File: src/rtl/lf_pkg.sv
package lf_pkg;
    localparam int unsigned DW         = 64;
    localparam int unsigned LINE_BYTES = 32;
    localparam int unsigned BEAT_BYTES = DW / 8;
    localparam int unsigned BEATS      = LINE_BYTES / BEAT_BYTES;
    localparam int unsigned SLOT_W     = $clog2(BEATS);
    localparam int unsigned BOFF_W     = $clog2(BEAT_BYTES);
    localparam int unsigned LINE_W     = LINE_BYTES * 8;

    localparam logic [1:0] BURST_WRAP = 2'b10;
    localparam logic [1:0] RESP_OKAY  = 2'b00;
    localparam logic [7:0] WRAP_LEN   = 8'(BEATS - 1);
    localparam logic [2:0] WRAP_SIZE  = 3'(BOFF_W);

    typedef enum logic [1:0] {
        ST_IDLE = 2'd0,
        ST_ADDR = 2'd1,
        ST_DATA = 2'd2
    } fill_st_e;

    typedef struct packed {
        logic [7:0] len;
        logic [2:0] size;
        logic [1:0] burst;
    } ar_ctl_t;

    typedef struct packed {
        logic       fire;
        logic       last;
        logic [1:0] resp;
    } beat_evt_t;

    function automatic logic [SLOT_W-1:0] wrap_slot(
        input logic [SLOT_W-1:0] start,
        input logic [SLOT_W-1:0] k
    );
        return start + k;
    endfunction

    function automatic ar_ctl_t linefill_ctl();
        ar_ctl_t c;
        c.len   = WRAP_LEN;
        c.size  = WRAP_SIZE;
        c.burst = BURST_WRAP;
        return c;
    endfunction
endpackage

File: src/rtl/lf_addr_gen.sv
module lf_addr_gen
    import lf_pkg::*;
#(
    parameter int unsigned ADDR_W = 32
) (
    input  logic                  clk,
    input  logic                  rst,
    input  logic                  load,
    input  logic [ADDR_W-1:0]     miss_addr,
    output logic [ADDR_W-1:0]     ar_addr,
    output logic [SLOT_W-1:0]     start_slot
);
    logic [ADDR_W-1:0] addr_q;

    always_ff @(posedge clk) begin
        if (rst) begin
            addr_q <= '0;
        end else if (load) begin
            addr_q <= {miss_addr[ADDR_W-1:BOFF_W], {BOFF_W{1'b0}}};
        end
    end

    assign ar_addr    = addr_q;
    assign start_slot = addr_q[BOFF_W +: SLOT_W];
endmodule

File: src/rtl/lf_beat_collect.sv
module lf_beat_collect
    import lf_pkg::*;
(
    input  logic              clk,
    input  logic              rst,
    input  logic              clear,
    input  logic [SLOT_W-1:0] start_slot,
    input  beat_evt_t         evt,
    input  logic [DW-1:0]     rdata,
    output logic [LINE_W-1:0] line_data,
    output logic              crit_pulse,
    output logic              line_done,
    output logic              line_err
);
    logic [SLOT_W-1:0] beat_cnt;
    logic [SLOT_W-1:0] tgt_slot;
    logic              crit_q, done_q, err_q;

    assign tgt_slot = wrap_slot(start_slot, beat_cnt);

    always_ff @(posedge clk) begin
        if (rst || clear) begin
            beat_cnt <= '0;
        end else if (evt.fire) begin
            beat_cnt <= beat_cnt + 1'b1;
        end
    end

    for (genvar s = 0; s < BEATS; s++) begin : g_slot
        logic [DW-1:0] slot_q;
        always_ff @(posedge clk) begin
            if (rst) begin
                slot_q <= '0;
            end else if (evt.fire && tgt_slot == SLOT_W'(s)) begin
                slot_q <= rdata;
            end
        end
        assign line_data[s*DW +: DW] = slot_q;
    end

    always_ff @(posedge clk) begin
        if (rst) begin
            crit_q <= 1'b0;
            done_q <= 1'b0;
            err_q  <= 1'b0;
        end else begin
            crit_q <= evt.fire && (beat_cnt == '0);
            done_q <= evt.fire && evt.last;
            if (clear) begin
                err_q <= 1'b0;
            end else if (evt.fire && evt.resp != RESP_OKAY) begin
                err_q <= 1'b1;
            end
        end
    end

    assign crit_pulse = crit_q;
    assign line_done  = done_q;
    assign line_err   = err_q;
endmodule

File: src/rtl/linefill_wrap_top.sv
module linefill_wrap_top
    import lf_pkg::*;
#(
    parameter int unsigned ADDR_W = 32
) (
    input  logic                  clk,
    input  logic                  rst,
    input  logic                  miss_valid,
    input  logic [ADDR_W-1:0]     miss_addr,
    input  logic                  miss_cnns,
    output logic                  fill_busy,
    output logic                  req_reject,
    output logic                  m_arvalid,
    input  logic                  m_arready,
    output logic [ADDR_W-1:0]     m_araddr,
    output logic [7:0]            m_arlen,
    output logic [2:0]            m_arsize,
    output logic [1:0]            m_arburst,
    input  logic                  m_rvalid,
    output logic                  m_rready,
    input  logic [63:0]           m_rdata,
    input  logic [1:0]            m_rresp,
    input  logic                  m_rlast,
    output logic [255:0]          line_data,
    output logic                  crit_pulse,
    output logic                  line_done,
    output logic                  line_err
);
    fill_st_e          st_q, st_d;
    logic              accept, refuse, ar_fire;
    logic              reject_q;
    logic [SLOT_W-1:0] start_slot;
    beat_evt_t         evt;
    ar_ctl_t           ctl;

    assign accept  = (st_q == ST_IDLE) && miss_valid && miss_cnns;
    assign refuse  = (st_q == ST_IDLE) && miss_valid && !miss_cnns;
    assign ar_fire = (st_q == ST_ADDR) && m_arready;

    assign evt.fire = (st_q == ST_DATA) && m_rvalid;
    assign evt.last = m_rlast;
    assign evt.resp = m_rresp;

    always_comb begin
        st_d = st_q;
        unique case (st_q)
            ST_IDLE: if (accept)              st_d = ST_ADDR;
            ST_ADDR: if (ar_fire)             st_d = ST_DATA;
            ST_DATA: if (evt.fire && evt.last) st_d = ST_IDLE;
            default:                           st_d = ST_IDLE;
        endcase
    end

    always_ff @(posedge clk) begin
        if (rst) begin
            st_q     <= ST_IDLE;
            reject_q <= 1'b0;
        end else begin
            st_q     <= st_d;
            reject_q <= refuse;
        end
    end

    lf_addr_gen #(.ADDR_W(ADDR_W)) u_addr (
        .clk        (clk),
        .rst        (rst),
        .load       (accept),
        .miss_addr  (miss_addr),
        .ar_addr    (m_araddr),
        .start_slot (start_slot)
    );

    lf_beat_collect u_collect (
        .clk        (clk),
        .rst        (rst),
        .clear      (accept),
        .start_slot (start_slot),
        .evt        (evt),
        .rdata      (m_rdata),
        .line_data  (line_data),
        .crit_pulse (crit_pulse),
        .line_done  (line_done),
        .line_err   (line_err)
    );

    assign ctl        = linefill_ctl();
    assign m_arlen    = ctl.len;
    assign m_arsize   = ctl.size;
    assign m_arburst  = ctl.burst;
    assign m_arvalid  = (st_q == ST_ADDR);
    assign m_rready   = (st_q == ST_DATA);
    assign fill_busy  = (st_q != ST_IDLE);
    assign req_reject = reject_q;
endmodule

File: config.mk
export PLATFORM = sky130hd
export DESIGN_NAME = linefill_wrap_top
export DESIGN_NICKNAME = d
export VERILOG_FILES = /design/src/rtl/lf_pkg.sv /design/src/rtl/lf_addr_gen.sv /design/src/rtl/lf_beat_collect.sv /design/src/rtl/linefill_wrap_top.sv
export SDC_FILE = /design/constraint.sdc
export NUM_CORES = 1
export LEC_CHECK = 0
export BUFFER_PORTS_ARGS = -buffer_cell sky130_fd_sc_hd__buf_2
export CAP_MARGIN = 25
export CORE_ASPECT_RATIO = 0.75
export CORE_MARGIN = 2
export CORE_UTILIZATION = 50
export CTS_CLUSTER_SIZE = 40
export DETAILED_ROUTE_END_ITERATION = 8
export PLACE_DENSITY = 0.8
export SLEW_MARGIN = 20
export SYNTH_ARGS = -nofsm -noshare
export SYNTH_HDL_FRONTEND = slang
export SYNTH_HIERARCHICAL = 1
export SYNTH_SLANG_ARGS = --single-unit
File: constraint.sdc
create_clock -name clk -period 2.4 [get_ports clk]
set_clock_uncertainty 0.2 [all_clocks]
set_input_delay 0.12 -clock clk [delete_from_list [all_inputs] [get_ports clk]]
set_output_delay 0.12 -clock clk [all_outputs]
set_load 0.02 [all_outputs]
# ---- Yosys cells after proc, flatten, opt, wreduce, memory -nomap -nowiden
# Index checks and enable logic that the tools add are counted.
dict set report word_totals {
  ff_bits 293
  out_inout_bits 308
  word_cells 46
  input_bits 105
}
dict set report op_classes {
  n_reduce_logical 21
  add_sub_neg 2
  eq_ne 8
  muxes 4
}
# op n
set ops {}
lappend ops {{1-bit logical AND} 12}
lappend ops {{2-bit == test, second input constant} 3}
lappend ops {{2-bit zero test} 3}
lappend ops {{2-bit two-way mux} 3}
lappend ops {{2-bit by 1-bit inequality test with 1-bit output, second input constant} 3}
lappend ops {{2-bit one-hot mux with 3 select lines} 1}
lappend ops {{2-bit by 1-bit == test with 1-bit output, second input constant} 2}
lappend ops {{2-bit nonzero test} 2}
lappend ops {{3-bit AND reduction} 1}
lappend ops {{2-bit by 1-bit adder with 2-bit output, second input constant} 1}
lappend ops {{2-bit adder} 1}
lappend ops {{2-bit OR reduction} 1}
lappend ops {{1-bit zero test} 1}
lappend ops {{1-bit logical OR} 1}

# ---- Logic depth before layout (Yosys ltp)
dict set report logic_depth {
  depth_word 5
  ltp_mapped 8
}

# ---- Cells and area by module
# Netlist, hierarchy kept.
# module cells_per_inst instances area_each_um2
set modules_own_cells {}
lappend modules_own_cells {lf_beat_collect 922 1 10269.8}
lappend modules_own_cells {lf_addr_gen 99 1 1073.5}
lappend modules_own_cells {linefill_wrap_top 32 1 265.3}

# ---- Worst setup path after synthesis
# No wires, ideal clock.
dict set report synth_timing {
  path_type {flip-flop to flip-flop}
  startpoint {register st_q[1]}
  endpoint {register u_collect.g_slot[1].slot_q[10]}
  path_buffers 3
  arrival_time_ns 1.909
  setup_ns 0.121
  stages_incl_launch_ff 9
  synth_period_minus_slack_ns 2.230
  setup_slack_ns 0.170
  cell_sequence {dfxtp_1 and2b_4 and2_1 clkbuf_1 nand2_1 or2_2 buf_4 buf_4 mux2i_1}
}
# element line
set synth_lines {}
lappend synth_lines {{from (decl)} linefill_wrap_top.sv:29} ;# fill_st_e st_q, st_d;
lappend synth_lines {{from (signal assigned)} linefill_wrap_top.sv:59} ;# st_q <= st_d;
lappend synth_lines {{to (signal assigned)} lf_beat_collect.sv:35} ;# slot_q <= rdata;
lappend synth_lines {{to (decl)} lf_beat_collect.sv:30} ;# logic [DW-1:0] slot_q;

# ---- Worst setup path after layout
dict set report layout_timing {
  startpoint {register st_q[0]}
  endpoint {register st_q[1]}
}
dict set report layout_between {
  elab_chain_len 5
  word_cells_on_any_way 13
  cone_classes {eq/ne (5); mux (1); reduce/logical (7)}
}
# element line
set layout_lines {}
lappend layout_lines {{2-bit == test or 2-bit zero test (tied branches)} {linefill_wrap_top.sv:40, linefill_wrap_top.sv:46, linefill_wrap_top.sv:36}}
lappend layout_lines {{1-bit logical AND (on tied branches)} {linefill_wrap_top.sv:40, linefill_wrap_top.sv:36}}
lappend layout_lines {{1-bit logical AND (on tied branches)} {linefill_wrap_top.sv:49, linefill_wrap_top.sv:36}}
lappend layout_lines {{2-bit by 1-bit inequality test with 1-bit output (no source line)} --}
lappend layout_lines {{3-bit AND reduction (no source line)} --}
# Parallel ways exist; a longest one is shown, timed or not.
# A chain may end at the register's enable or synchronous reset.

==> flow_summary.json <==
{
  "syn_area_sq_um": 11600,
  "clock_sinks": 293,
  "grt_usage_pct": 26.0,
  "grt_max_degree": 74,
  "use_met2_pct": 46.3,
  "pwr_density_cell_nw_per_um2": 631,
  "worstReg2RegStart": "st_q[0]",
  "setup_viol": 0,
  "yosysWarnings": 6,
  "cts_setup_buffers": 0,
  "maxCapViolations": 0,
  "antenna_found_initial": 1,
  "ios": 413,
  "cts_made_buffers": 28,
  "slowest_delay_ns": 0.58,
  "clk_pin_slew_worst_paths_ns": 0.06,
  "swShare_pct": 22.5,
  "crit_fanout": 4,
  "drt_iter0_markers": 408,
  "routedWlPerCell_microns": 17.7,
  "use_met3_pct": 6.88,
  "num-nets-final": 1658,
  "cp-start-kind": "register",
  "met1_usage_pct": 30.3,
  "startpoint": "st_q[0]",
  "die_area_sq_um": 24500,
  "fin_crit_sh_pct": 94.5,
  "place.gp.congestion": 0.801,
  "area_delta_synth_final_pct": 38.8,
  "ant_nets": 0,
  "max_freq_mhz": 441,
  "yosys.area.top_type": "dfxtp_1",
  "synth.avg_cell_area_sq_um": 11.0,
  "worstPathRequired_ns": 2.61,
  "arrival_ns": 2.48,
  "synth_cell_types": 33,
  "intPower_mw": 7.87,
  "worstHoldPathCells": 4,
  "crit_type": "reg2reg",
  "clockBufferDepth": 3,
  "finalHoldViolCount": 0,
  "switching_power_mw": 2.29,
  "clkPwrFrac_pct": 43.8,
  "hpwl_mm": 20.2,
  "grt_pass1_vias": 9508,
  "cp_common_cell": "dlygate4sd3_1",
  "status": "completed",
  "vias": 9312,
  "leakage_nw": 8.46,
  "clock_latency_ns": 0.53,
  "die_h_microns": 136,
  "synth_seq_area_share_pct": 50.5,
  "min_to": "u_collect/line_done",
  "maxSlewViolCount": 0,
  "setup_tns_ns": 0,
  "grt_pass1_wl_mm": 51.5,
  "endpoint_kind": "register",
  "busiest_layer": "met2",
  "drive_gt1_share_pct": 30.1,
  "cts_tree": "built",
  "hold_start": "m_rvalid",
  "cts-htree-levels": 1,
  "synth_cells": 1053,
  "rows": 48,
  "min_period_ns": 2.27,
  "totalWireLength_mm": 33.2,
  "yosys.area.top_type_share_pct": 50.5,
  "drc": 0,
  "r2r-end": "st_q[1]",
  "start_util_pct": 50.7,
  "synth_area_leaders": "dfxtp_1 (51%), mux2i_1 (25%), nand2b_1 (17%)",
  "ff2ff_path_depth": 5,
  "via_per_inst": 4.97,
  "min_path_type": "in2reg",
  "overflow": 0,
  "cpMaxStageDelayCell": "dlygate4sd3_1",
  "cp_cell_sequence": "and2b_4, a22oi_2, dlygate4sd3_1, nor2_2, dlygate4sd3_1",
  "cts_root_buf": "clkbuf_16",
  "chipWidth_microns": 180,
  "reg2reg_setup_slack_ns": 0.13,
  "utilization_pct": 70.4,
  "pwr-share-seq_pct": 48.5,
  "power_frac_comb_pct": 7.7,
  "io_buffers": 393,
  "first_pass_iters": 4,
  "ir_worst_vdd_v": 0.000491,
  "coreArea_sq_um": 22900,
  "ys_ff_latch": 293,
  "rsz0062_at_grt": "false"
}
==> cells in the mapped netlist (all sizes together) <==
library cell / n
ha: 2
mux2i: 286
mux2: 1
xnor2: 1
nor2b: 1
a22oi: 1
clkbuf: 38
o21ai: 1
nand2b: 320
or2: 1
or3b: 1
nor3b: 1
nand3: 1
nor2: 32
nand3b: 1
and3b: 2
conb: 3
nand2: 4
a211oi: 1
and3: 1
and2b: 1
nor3: 4
inv: 4
buf: 50
and2: 1
xor3: 1
dfxtp: 293
==> cells in the final DEF (no fill, tap or decap), types with 2 or more instances in the layout <==
cell	synthesis	final
and3b_1	2	2
buf_12	1	14
buf_2	19	392
buf_4	26	3
buf_6	4	2
clkbuf_1	38	4
clkbuf_16	0	28
clkbuf_8	0	10
clkinv_2	0	5
conb_1	3	16
dfxtp_1	293	292
dlygate4sd3_1	0	132
ha_1	2	2
inv_1	4	4
mux2i_1	286	286
nand2_1	4	4
nand2b_1	320	320
nor2_1	30	30
nor3_1	3	3
==> power by group through the flow <==
stage	logic, mW	registers, mW	clock network [mW]
CTS	0.752	4.93	4.52
global route	0.829	4.93	4.74
global placement	0.575	5.04	0
finish	0.780	4.93	4.45
detailed placement	0.584	5.04	0
floorplan	0.352	5.09	0
==> critical path, delay by kind of cell (launching register included) <==
family,cells,cell delay [ns]
buffers and inverters,2,1.14
AND/OR/NAND/NOR,2,0.26
AO/OA/AOI/OAI,1,0.14
flip-flops,1,0.41
==> sequential cells by signal, indices dropped and copies added (netlist names) <==
name / count
st_q: 2
req_reject: 1
u_collect/line_err: 1
u_collect/beat_cnt: 2
u_collect/line_done: 1
u_addr/ar_addr: 29
u_collect/crit_pulse: 1
u_collect/g_slot.slot_q: 256
==> how the worst max path moves through the flow <==
stage	end	slack (ns)	depth (start not counted)
global route	u_addr/ar_addr[24]	0.03	6
detailed placement	u_collect/g_slot[0].slot_q[41]	0.23	5
floorplan	u_collect/g_slot[1].slot_q[10]	0.17	8
CTS	u_addr/ar_addr[23]	0.14	6
finish	st_q[1]	0.13	5
global placement	u_collect/g_slot[0].slot_q[62]	0.30	4
==> logic make-up after synthesis <==
family | after synthesis | synth area share (%)
other cells | 3 | 0.0970
simple gates | 371 | 19.5
buf+inv | 92 | 4.42
flops | 293 | 50.5
compound gates | 3 | 0.216
mux | 287 | 24.8
xor+xnor | 2 | 0.291
fa+ha+maj | 2 | 0.216
==> through the flow <==
stage,cell area (sq um),hold WS [ns],power [mW],std cells,setup WS (ns)
2_1_floorplan,11700,-0.0131,5.44,1066,0.170
3_3_place_gp,13800,0.107,5.61,1689,0.305
3_5_place_dp,13800,0.112,5.62,1689,0.234
4_1_cts,16100,0.0779,10.2,1872,0.145
5_1_grt,16100,0.0466,10.5,1873,0.0348
6_report,16100,0.0580,10.2,1873,0.132
==> cell type report <==
cell class	count	area, sq um
Fill cell	1587	6770
Sequential cell	293	5870
Multi-Input combinational cell	681	5300
Timing Repair Buffer	543	3610
Clock buffer	42	853
Tap cell	300	375
Clock inverter	9	88.8
Inverter	4	15.0
Antenna cell	1	2.50
==> routing by layer <==
metal  share of wire [%]  up-vias
met5                   0        -
met3                 7.4       88
met1                  39     4425
li1                    -     4434
met2                  50      365
met4                 3.5        0
==> repair_timing <==
item / in CTS / in global routing
gates resized for setup: 0 / 3
hold buffers: 132 / 0
hold endpoints to repair: 290 / 0
endpoints found under the setup margin: 0 / 14
Power figures use the tool's default switching activity.
